`config.mk`:
```
export PLATFORM = sky130hd
export DESIGN_NAME = autobaud_lock
export DESIGN_NICKNAME = d
export VERILOG_FILES = /design/src/rtl/autobaud_lock.sv
export SDC_FILE = /design/constraint.sdc
export NUM_CORES = 1
export LEC_CHECK = 0
export ABC_AREA = 1
export BUFFER_PORTS_ARGS = -buffer_cell sky130_fd_sc_hd__buf_2
export CAP_MARGIN = 20
export CORE_UTILIZATION = 50
export DETAILED_ROUTE_END_ITERATION = 6
export HOLD_SLACK_MARGIN = 0.05
export PLACE_DENSITY = 0.66
export SETUP_SLACK_MARGIN = 0.1
export SYNTH_ARGS = -nofsm -noshare
export SYNTH_HDL_FRONTEND = slang
export SYNTH_SLANG_ARGS = --single-unit
```
`constraint.sdc`:
```
create_clock -name clk -period 11.9 [get_ports clk]
set_clock_uncertainty 0.2 [all_clocks]
set_input_delay 2.38 -clock clk [delete_from_list [all_inputs] [get_ports clk]]
set_output_delay 2.38 -clock clk [all_outputs]
set_load 0.01 [all_outputs]
```
`src/rtl/autobaud_lock.sv`:
```
module autobaud_lock #(
  parameter int CNT_W     = 17,
  parameter int TOL_SHIFT = 5,
  parameter int MIN_RUN   = 18
) (
  input  logic             clk,
  input  logic             rst_n,
  input  logic             rx,
  output logic             tx,
  output logic [CNT_W-1:0] divisor,
  output logic             done,
  output logic             error
);

  localparam logic [CNT_W-1:0] CNT_MAX = '1;
  localparam logic [CNT_W-1:0] ONE     = CNT_W'(1);
  localparam logic [CNT_W-1:0] NINE    = CNT_W'(9);
  localparam logic [CNT_W-1:0] RND_UP  = CNT_W'(5);
  localparam logic [CNT_W-1:0] MIN_LEN = CNT_W'(MIN_RUN);
  localparam logic [9:0]       ECHO    = {1'b1, 8'h00, 1'b0};

  typedef enum logic [2:0] {S_IDLE, S_LOW, S_TX, S_RXW, S_RX, S_DONE, S_ERR} state_t;

  state_t           state;
  logic [1:0]       sync;
  logic             rx_d;
  logic [CNT_W-1:0] cnt, ref_run, timer;
  logic             have_ref;
  logic [3:0]       bits;
  logic [9:0]       sh;

  wire rx_q = sync[1];
  wire fall = rx_d & ~rx_q;
  wire rise = ~rx_d & rx_q;

  wire [CNT_W-1:0] diff    = (cnt >= ref_run) ? cnt - ref_run : ref_run - cnt;
  wire             agree   = have_ref && (diff <= (ref_run >> TOL_SHIFT)) && (cnt >= MIN_LEN);
  wire [CNT_W-1:0] quot    = cnt / NINE;
  wire [CNT_W-1:0] rem     = cnt % NINE;
  wire [CNT_W-1:0] rounded = quot + ((rem >= RND_UP) ? ONE : '0);
  wire [CNT_W-1:0] half    = divisor >> 1;
  wire             tick    = (timer == '0);

  assign done  = (state == S_DONE);
  assign error = (state == S_ERR);

  always_ff @(posedge clk or negedge rst_n) begin
    if (!rst_n) begin
      sync <= 2'b11;
      rx_d <= 1'b1;
    end else begin
      sync <= {sync[0], rx};
      rx_d <= rx_q;
    end
  end

  always_ff @(posedge clk or negedge rst_n) begin
    if (!rst_n) begin
      state    <= S_IDLE;
      cnt      <= '0;
      ref_run  <= '0;
      have_ref <= 1'b0;
      divisor  <= '0;
      timer    <= '0;
      bits     <= '0;
      sh       <= '0;
      tx       <= 1'b1;
    end else begin
      case (state)
        S_IDLE: if (fall) begin
          cnt   <= ONE;
          state <= S_LOW;
        end
        S_LOW: begin
          if (rise) begin
            if (agree) begin
              divisor <= rounded;
              tx      <= ECHO[0];
              sh      <= ECHO >> 1;
              bits    <= 4'd9;
              timer   <= rounded - ONE;
              state   <= S_TX;
            end else begin
              ref_run  <= cnt;
              have_ref <= 1'b1;
              state    <= S_IDLE;
            end
          end else if (cnt == CNT_MAX) begin
            have_ref <= 1'b0;
            state    <= S_IDLE;
          end else begin
            cnt <= cnt + ONE;
          end
        end
        S_TX: begin
          if (tick) begin
            if (bits == 4'd0) begin
              state <= S_RXW;
            end else begin
              tx    <= sh[0];
              sh    <= sh >> 1;
              bits  <= bits - 4'd1;
              timer <= divisor - ONE;
            end
          end else begin
            timer <= timer - ONE;
          end
        end
        S_RXW: if (fall) begin
          timer <= half - ONE;
          bits  <= 4'd9;
          state <= S_RX;
        end
        S_RX: begin
          if (tick) begin
            sh    <= {rx_q, sh[9:1]};
            timer <= divisor - ONE;
            if (bits == 4'd9 && rx_q) begin
              state <= S_RXW;
            end else if (bits == 4'd0) begin
              state <= (rx_q && sh[9:2] == 8'h55) ? S_DONE : S_ERR;
            end else begin
              bits <= bits - 4'd1;
            end
          end else begin
            timer <= timer - ONE;
          end
        end
        default: state <= state;
      endcase
    end
  end

endmodule


```
==> results.txt, run 1 <==
The global-route wire length before repair was 40050 um; the iteration-0 DRC count of the detailed router was 594. The number of iterations in the first detailed-routing pass came out at 5. In this run the biggest area consumer among cell types represents 23.57% of the synthesized area.

Maximum net fanout on the critical path: 14. The tools report the capturing point of the worst reg2reg path as timer[12]. The floorplan has 48 rows. The count of buffer and inverter cells on the critical path is 3, and the routability congestion estimate from global placement is 0.9289. The path with the worst hold slack has its endpoint at sync[1]. Via density per instance: 5.636. Headroom to the max-slew limit came out at 31.22%. Main flop type after synthesis: sky130_fd_sc_hd__dfrtp_1. The number of hold violations in the final report is 0, and the total number of H-tree levels is 3. Setup violations remaining at the end of the flow were counted as 0.

The number of antenna diodes in the final layout is 0. Initial antenna violation count: 0. The worst setup slack before clock tree synthesis was 2.156 ns.

The arrival time of the worst setup path was 10.00 ns; the number of global-route vias before repair was 8209. Detailed routing inserted a total of 9007 vias. By count the netlist is led by sky130_fd_sc_hd__nand2_1, sky130_fd_sc_hd__inv_1, sky130_fd_sc_hd__nor2_1. Kind of critical path: reg -> reg. Compared with the post-synthesis result, the final layout area differs by 6.678%. Among all stages on the critical path, the largest delay is contributed by sky130_fd_sc_hd__dfrtp_1.

At the pin with the least slew margin, the transition time is 1.028 ns. The die outline area came out at 0.01838 mm^2. Yosys instantiated no cell more often than sky130_fd_sc_hd__nand2_1.

Counting flops with an async set or reset pin after synthesis yields a share of 100.0%. The number of clock buffers added by TritonCTS is 9. The total power per unit cell area was 255.2 mW/mm^2; the leakage component of the power was 4.963 nW. The number of enable flip-flop cells after synthesis came out at 0. In this design, the critical path's most frequently occurring cell is sky130_fd_sc_hd__nand2_4. Along the worst hold path, the cell count comes to 0.

The run gives 0 as the cts-stage hold buffer count. For the setup total negative slack, the log shows 0 ns. Synthesis handed over a netlist of 1354 instances. The fraction of final layout cells with drive strength greater than 1 was 11.00%; the total wire length was 24220 um.

The highest signal layer in the routed design was met4. The root buffer cell is sky130_fd_sc_hd__clkbuf_16. TritonCTS built the clock tree.

In the global route stage, overall resource usage came out at 27.07%. The total congestion overflow after global routing is 0, and the total number of clock tree sinks is 88. The number of cells on the worst reg-to-reg path is 72.

After synthesis the netlist holds a flip-flop and latch count of 88. The met1 routed wirelength after detailed routing was 11650 um; the peak clock frequency supported by timing was 100.5 MHz. The number of inserted filler cells in the final layout is 1739, and the number of pins exceeding their max-slew limit in the final report is 0. The clock slew at the register clock pins of the worst setup and hold paths is 0.07 ns, and the post-CTS repair timing setup buffer count is 0.

The critical path depth works out to 72. The part of the Yosys area used for sequential elements is 24.75%, and the routed wirelength normalized by instance count is 15.16 um. The largest total area in the synthesized netlist belongs to sky130_fd_sc_hd__dfrtp_1.

Leaving out filler cells and counting taps, the final layout contains 1598. Summed over all nets, wire length on met2 after detailed routing comes to 11120 um. Yosys printed 0 warnings. The logs give 11.95 ns for the required time of the critical path and 2 for the maximum root-to-sink buffer count. The max-cap check violation count was 0. The element type at the critical path end is a flip-flop.

In this run, placement finished with an instance count of 1580. After detailed routing, the met3 layer carries 1102 um of wire. In this run the vertical extent of the chip is 135.6 um. Each instance of the synthesized netlist takes up on average 6.587 um^2.

Registers take 0.002207 mm^2. At the later pin of the worst-skew pair, clock insertion delay measures 0.36 ns. Pin placement for this block handled 23 I/O pins. In the routed design, unresolved DRC markers number 0.

The worst min-delay path startpoint is sync[0]. The number of nets in the layout is 1432. Class of the tightest hold or removal check: reg -> reg. The final critical path time including I/O delays and setup was 9.953 ns; the largest incremental delay on the critical path was 0.46 ns. The region available for standard cell placement spans 0.01736 mm^2. In the post-synthesis netlist, the biggest area contributors are sky130_fd_sc_hd__dfrtp_1, sky130_fd_sc_hd__nand2_1, sky130_fd_sc_hd__ha_1, sky130_fd_sc_hd__inv_1, sky130_fd_sc_hd__nand3_1. The pin count of the biggest net entering global routing came out at 64. The worst register-to-register path begins at cnt[13]. The HPWL after detailed placement is 18880 um.

The number of gates resized after CTS was 0. The kind of cell with the highest combined delay along the critical path is simple AND/OR/NAND/NOR gates. Setup repair after global routing left no endpoint under its margin. The tools report the maximum ir drop on the vdd rail as 0.2003 mV. For the area of the multi-input gates, the log shows 0.005788 mm^2. The final critical path takes up 83.64% of the cycle.

Setup slack on the critical path of the routed design comes to 1.947 ns. The tools report the number of routed nets with antenna violations as 0. The run finished with clean final reports.

The minimum setup slack among reg-to-reg paths is 1.95 ns. The synthesized netlist contains 61 unique library cells. The die width came out at 135.6 um.

In this run the cell area of the synthesized design comes to 0.008919 mm^2. The category of the worst setup path launch point was a flip-flop. Buffers placed on the I/O ports in this run total 20.

Once the floorplan was initialized, standard cells occupied 51.38% of the core.
==> worst max-delay path by stage <==
stage                 start         to  slack (ns)
global placement    cnt[13]  timer[11]        2.39
floorplan           cnt[13]  timer[12]        3.64
global route        cnt[13]  timer[14]        0.91
CTS                 cnt[13]  timer[14]        2.10
detailed placement  cnt[13]  timer[14]        2.16
finish              cnt[13]  timer[12]        1.95
==> routing by layer <==
metal / global-route usage [%] / vias to the layer above
li1: - / 4524
met1: 37.95 / 4204
met2: 43.79 / 248
met3: 3.217 / 31
met4: 7.241 / 0
met5: 0 / -
==> where the power goes <==
group / internal, W / switching [W] / leakage, nW
clock: 0.000149 / 0.000140 / 0.145
combinational: 0.000609 / 0.00112 / 3.66
sequential: 0.000358 / 0.0000512 / 1.16
==> worst reg2reg max path: cells and delay by family (launching register included) <==
family,cells,cell delay [ns]
AND/OR/NAND/NOR,64,7.78
flip-flops,1,0.46
XOR/XNOR,1,0.26
AO/OA/AOI/OAI,2,0.61
buffers and inverters,3,0.23
adder cells (fa/ha/maj),2,0.33
==> kinds of logic after synthesis <==
family | share of synthesized area, %
other | 0.04205
XOR/XNOR | 2.932
AND/OR/NAND/NOR | 37.58
adder cells (fa/ha/maj) | 8.726
flip-flops | 24.75
AO/OA/AOI/OAI | 15.24
buffers and inverters | 10.40
multiplexers | 0.3367
==> registers in the layout, summed over array words and instances, names as in the netlist <==
signal    count
divisor      15
sync          2
timer        17
sh           10
ref_run      17
cnt          17
rx_d          1
state         3
have_ref      1
bits          4
tx            1
==> cells in the final DEF, fill, tap and decap left out, types with 3 or more instances in the layout <==
cell type,n
sky130_fd_sc_hd__o22ai_1,3
sky130_fd_sc_hd__o21ai_1,20
sky130_fd_sc_hd__nor2_2,3
sky130_fd_sc_hd__a21oi_1,83
sky130_fd_sc_hd__inv_8,3
sky130_fd_sc_hd__o21ai_0,104
sky130_fd_sc_hd__buf_2,19
sky130_fd_sc_hd__nor4_1,13
sky130_fd_sc_hd__clkbuf_16,9
sky130_fd_sc_hd__nand2_2,28
sky130_fd_sc_hd__inv_2,19
sky130_fd_sc_hd__nor2_1,120
sky130_fd_sc_hd__nor3_1,19
sky130_fd_sc_hd__nand3_2,14
sky130_fd_sc_hd__xnor2_1,7
sky130_fd_sc_hd__nand2_1,312
sky130_fd_sc_hd__nand3_1,104
sky130_fd_sc_hd__nand2_4,20
sky130_fd_sc_hd__mux2i_1,3
sky130_fd_sc_hd__buf_4,9
sky130_fd_sc_hd__dfstp_2,4
sky130_fd_sc_hd__o211ai_1,4
sky130_fd_sc_hd__a31oi_1,5
sky130_fd_sc_hd__nand4_2,6
sky130_fd_sc_hd__ha_1,59
sky130_fd_sc_hd__o21a_1,3
sky130_fd_sc_hd__dfrtp_1,84
sky130_fd_sc_hd__inv_1,170
sky130_fd_sc_hd__o41ai_1,3
sky130_fd_sc_hd__clkinv_1,11
sky130_fd_sc_hd__nand4_1,44
sky130_fd_sc_hd__xor2_1,21
==> layout make-up <==
class                      count  share of cell area (%)
multi-input combinational   1039                   60.84
inverter                     201                   7.983
timing repair buffer          29                   1.867
tap                          225                   2.959
clock buffer                   9                   2.367
sequential                    88                   23.20
clock inverter                 7                  0.7891
==> through the flow <==
step / hold slack, ns / power (W) / cell area, um^2 / util, %
after floorplan: 0.1452 / 0.001716 / 8922 / -
after global placement: 0.1464 / 0.002094 / 9191 / 52.96
after detailed placement: 0.1491 / 0.002100 / 9191 / 52.96
after CTS: 0.1603 / 0.002401 / 9492 / 54.69
after global routing: 0.1614 / 0.002682 / 9514 / 54.82
final: 0.1583 / 0.002428 / 9514 / 54.82
Power figures use the tool's default switching activity.
==> run 2, diff against run 1 <==
Settings changed: ABC_AREA 1 to 0, PLACE_DENSITY 0.66 to 0.69.
Clock period 11.9 ns to 8.49 ns, I/O delays scaled along.
==> results.txt, run 2 <==
The total wire length was 27630 um (+14%). The run gives 109.8 MHz (+9.3%) as the peak clock frequency supported by timing. The number of iterations in the first detailed-routing pass was 5 (unchanged). The cell family with the largest share of critical-path delay is simple AND/OR/NAND/NOR gates.

The run gives 0 (unchanged) as the count of warnings emitted by yosys. The tools report the required time of the critical path as 8.56 ns (-3.39 ns). Maximum ir drop on the vdd rail: 0.3594 mV (+79%). The fraction of final layout cells with drive strength greater than 1 is 31.97% (+21 points).

The run finished, with violations left. The total number of clock tree sinks was 88 (unchanged). Maximum root-to-sink buffer count: 2 (unchanged). The tools report the category of the worst setup path launch point as a flip-flop. The worst setup path is captured at a flip-flop.

The final reports fail on setup timing. The worst slew margin relative to its limit came out at 37.67% (+6.5 points). The internal power summed over all cells was 0.002420 W (+120%).

Sorting the synthesized cells by area gives the leading types as sky130_fd_sc_hd__dfrtp_1, sky130_fd_sc_hd__ha_1, sky130_fd_sc_hd__nand2_1, sky130_fd_sc_hd__o21ai_0, sky130_fd_sc_hd__a21oi_1. In the final layout, the registers with the most flip-flops are cnt x17, ref_run x17, timer x17. The number of enable flip-flop cells after synthesis is 0 (unchanged). Yosys instantiated no cell more often than sky130_fd_sc_hd__nand2_1. The clock network latency to the later pin of the worst-skew pair is 0.36 ns (about the same), and the number of rows in the core area is 48 (unchanged). The logs give 0.01748 mm^2 (+0.69%) for the area of the core region and 0 (unchanged) for the detailed-route DRC error count. In the layout the commonest cells are sky130_fd_sc_hd__buf_4, sky130_fd_sc_hd__nand2_1, sky130_fd_sc_hd__o21ai_0. The logs give 1598 (unchanged) for the number of standard cells in the final layout excluding fillers and 3 (unchanged) for the total number of H-tree levels. The largest incremental delay on the critical path works out to 0.57 ns (+0.11 ns). The routability congestion estimate from global placement was 0.9124 (-1.8%); the fraction of registers with async set or reset after synthesis was 100.0% (unchanged). The number of failing setup endpoints in the final timing report was 14 (+14). The starting utilization of the core area is 51.66% (+0.28 points), and the count of buffer and inverter cells on the critical path is 5 (+2).

Die width: 136.4 um (+0.60%). The clock slew at the register clock pins of the worst setup and hold paths works out to 0.07 ns (about the same). In the synthesized netlist, the cells that appear most often are sky130_fd_sc_hd__nand2_1, sky130_fd_sc_hd__o21ai_0, sky130_fd_sc_hd__dfrtp_1. The number of global-route vias before repair was 9024 (+9.9%); the number of hold violations in the final report was 0 (unchanged). The run gives 0 (unchanged) as the number of pins exceeding their max-slew limit in the final report.

The post-synthesis cell count was 1165 (-14%). Setup repair after global routing could not meet its margin everywhere. The run gives -5.485 ns (-5.485 ns) as the setup total negative slack. The power share of the clock group is 9.5% (-2.4 points), and the mean post-synth cell area is 7.750 um^2 (+18%). The pin count of the biggest net entering global routing is 54 (-16%), and the minimum setup slack among reg-to-reg paths is -0.62 ns (-2.56 ns).

The share of the cycle needed by the critical path after routing was 107.3% (+24 points); the via total after detailed routing was 9608 (+6.7%). For this design, the slowest cell found on the critical path is sky130_fd_sc_hd__or4b_4. The tools report the I/O pin count as 23 (unchanged). The number of buffers added by the clock tree synthesis step came out at 9 (unchanged).

The number of nets in the layout is 1432 (unchanged). TritonCTS built the clock tree. The height of the chip is 136.4 um (+0.60%), and the flip-flop and latch count after synthesis is 88 (unchanged).

The tools report the arrival time of the worst setup path as 9.17 ns (-0.83 ns). The main flop type after synthesis is sky130_fd_sc_hd__dfrtp_1. The routed wirelength normalized by instance count works out to 17.29 um (+14%). The global-route wire length before repair came out at 44570 um (+11%). The portion of total power attributed to sequential cells is 11.5% (-5.3 points). Class of the tightest hold or removal check: reg -> reg. The biggest area contributor in the post-synthesis netlist is sky130_fd_sc_hd__dfrtp_1. The number of distinct library cell variants in the gate-level netlist after synthesis was 108 (+77%); the reported net switching power was 0.002089 W (+59%). The via density per instance was 6.013 (+6.7%); the area growth from synthesis to final layout was 33.99%.

For the number of routed nets with antenna violations, the log shows 0 (unchanged). Switching share of power: 46.33% (-7.7 points). The tools report the leakage component of the power as 5.472 nW (+10%). The combinational cell fraction of total power came out at 79.0% (+7.8 points). The final critical path time including I/O delays and setup came out at 9.106 ns (-0.8475 ns). The number of antenna repair diodes was 0 (unchanged).

The total global-route track usage is 29.99% (+2.9 points). The commonest non-fill, non-tap cell in the layout is sky130_fd_sc_hd__buf_4. The tools report the iteration-0 DRC count of the detailed router as 618 (+4.0%). The die outline area came out at 0.01860 mm^2 (+1.2%). The initial antenna violation count was 0 (unchanged).

The standard cell area after detailed placement was 0.01077 mm^2 (+17%). The tools report the cts-stage hold buffer count as 0 (unchanged). The total power per unit cell area is 372.6 mW/mm^2 (+46%), and the setup slack of the critical path after layout is -0.6157 ns (-2.563 ns). The worst setup slack before clock tree synthesis is -0.8658 ns (-3.022 ns), and the area share of the leading cell type in the synthesized netlist is 23.28% (-0.29 points). The number of port buffers came out at 20 (unchanged). The tree is rooted in a sky130_fd_sc_hd__clkbuf_16.

The kind of critical path was reg -> reg. The tools report the max-cap check violation count as 0 (unchanged). The power after layout is 0.004508 W (+86%), and the part of the Yosys area used for sequential elements is 24.45% (-0.30 points).

The post-synthesis cell area was 0.009029 mm^2 (+1.2%); the maximum net fanout on the critical path was 8 (-6). Cell count after placement: 1538 (-2.7%). The final non-filler cell area is 0.01210 mm^2 (+27%), and the HPWL reported at the end of detailed placement is 20190 um (+7.0%).

The slew at the pin closest to its max-slew limit was 0.9279 ns (-0.09995 ns). Total congestion overflow after global routing: 0 (unchanged).
[run 2: area by class of cell]
| type | count | area [um^2] |
|---|---|---|
| multi-input cells | 950 | 7106 |
| inverters | 64 | 242.7 |
| clock buffers | 10 | 239.0 |
| repair buffers | 255 | 1942 |
| fillers | 1348 | 5379 |
| clock inverters | 6 | 73.82 |
| well taps | 225 | 281.5 |
| flip-flops and latches | 88 | 2213 |
[run 2: cell families after synthesis]
kind of cell	share of synthesized area (%)
muxes	2.758
other	0.04153
xor gates and xnor gates	5.529
AOI/OAI and AO/OA	27.63
and+or+nand+nor	24.78
DFF	24.45
buffers and inverters	5.848
adders and majority gates	8.966
[run 2: worst reg2reg max path: cells and delay by family (launching register included)]
| kind | cells | cell delay, ns |
|---|---|---|
| xor gates and xnor gates | 2 | 0.23 |
| muxes | 1 | 0.15 |
| adders and majority gates | 3 | 0.57 |
| AOI/OAI and AO/OA | 17 | 3.37 |
| buffers and inverters | 5 | 0.72 |
| DFF | 1 | 0.40 |
| and+or+nand+nor | 13 | 3.40 |
[run 2: final timing paths]
check / cells past startpoint / endpoint / from
worst max-delay path: 41 / timer[14] / cnt[15]
worst min-delay path: 0 / sync[1] / sync[0]
worst max register to register: 41 / timer[14] / cnt[15]
worst min register to register: 0 / sync[1] / sync[0]
max in group asynchronous: 2 / timer[14] / rst_n
min in group asynchronous: 1 / cnt[15] / rst_n
[run 2: timing repair]
item	in CTS	in global routing
buffers inserted	23	25
resized for setup	53	93
pin swaps	45	66
setup endpoints to repair	18	33
[run 2: through the flow]
stage / hold slack (ns) / util, %
global placement: 0.1464 / 61.63
global route: 0.1587 / 69.22
CTS: 0.1563 / 65.94
detailed placement: 0.1473 / 61.63
floorplan: 0.1452 / -
finish: 0.1503 / 69.22
[run 2: power by group through the flow]
stage	registers, W	logic [W]	clock network [W]
after floorplan	0.000498	0.00206	0
after global placement	0.000522	0.00277	0
after detailed placement	0.000523	0.00282	0
after CTS	0.000515	0.00321	0.000434
after global routing	0.000524	0.00389	0.000450
final	0.000517	0.00356	0.000431
[run 2: metal layers]
layer,global-route usage [%],up-vias,routed length [um]
met1,40.39,4606,12270
li1,-,4616,-
met3,4.437,46,1615
met4,9.383,0,673
met5,0,-,0
met2,49.15,340,13070
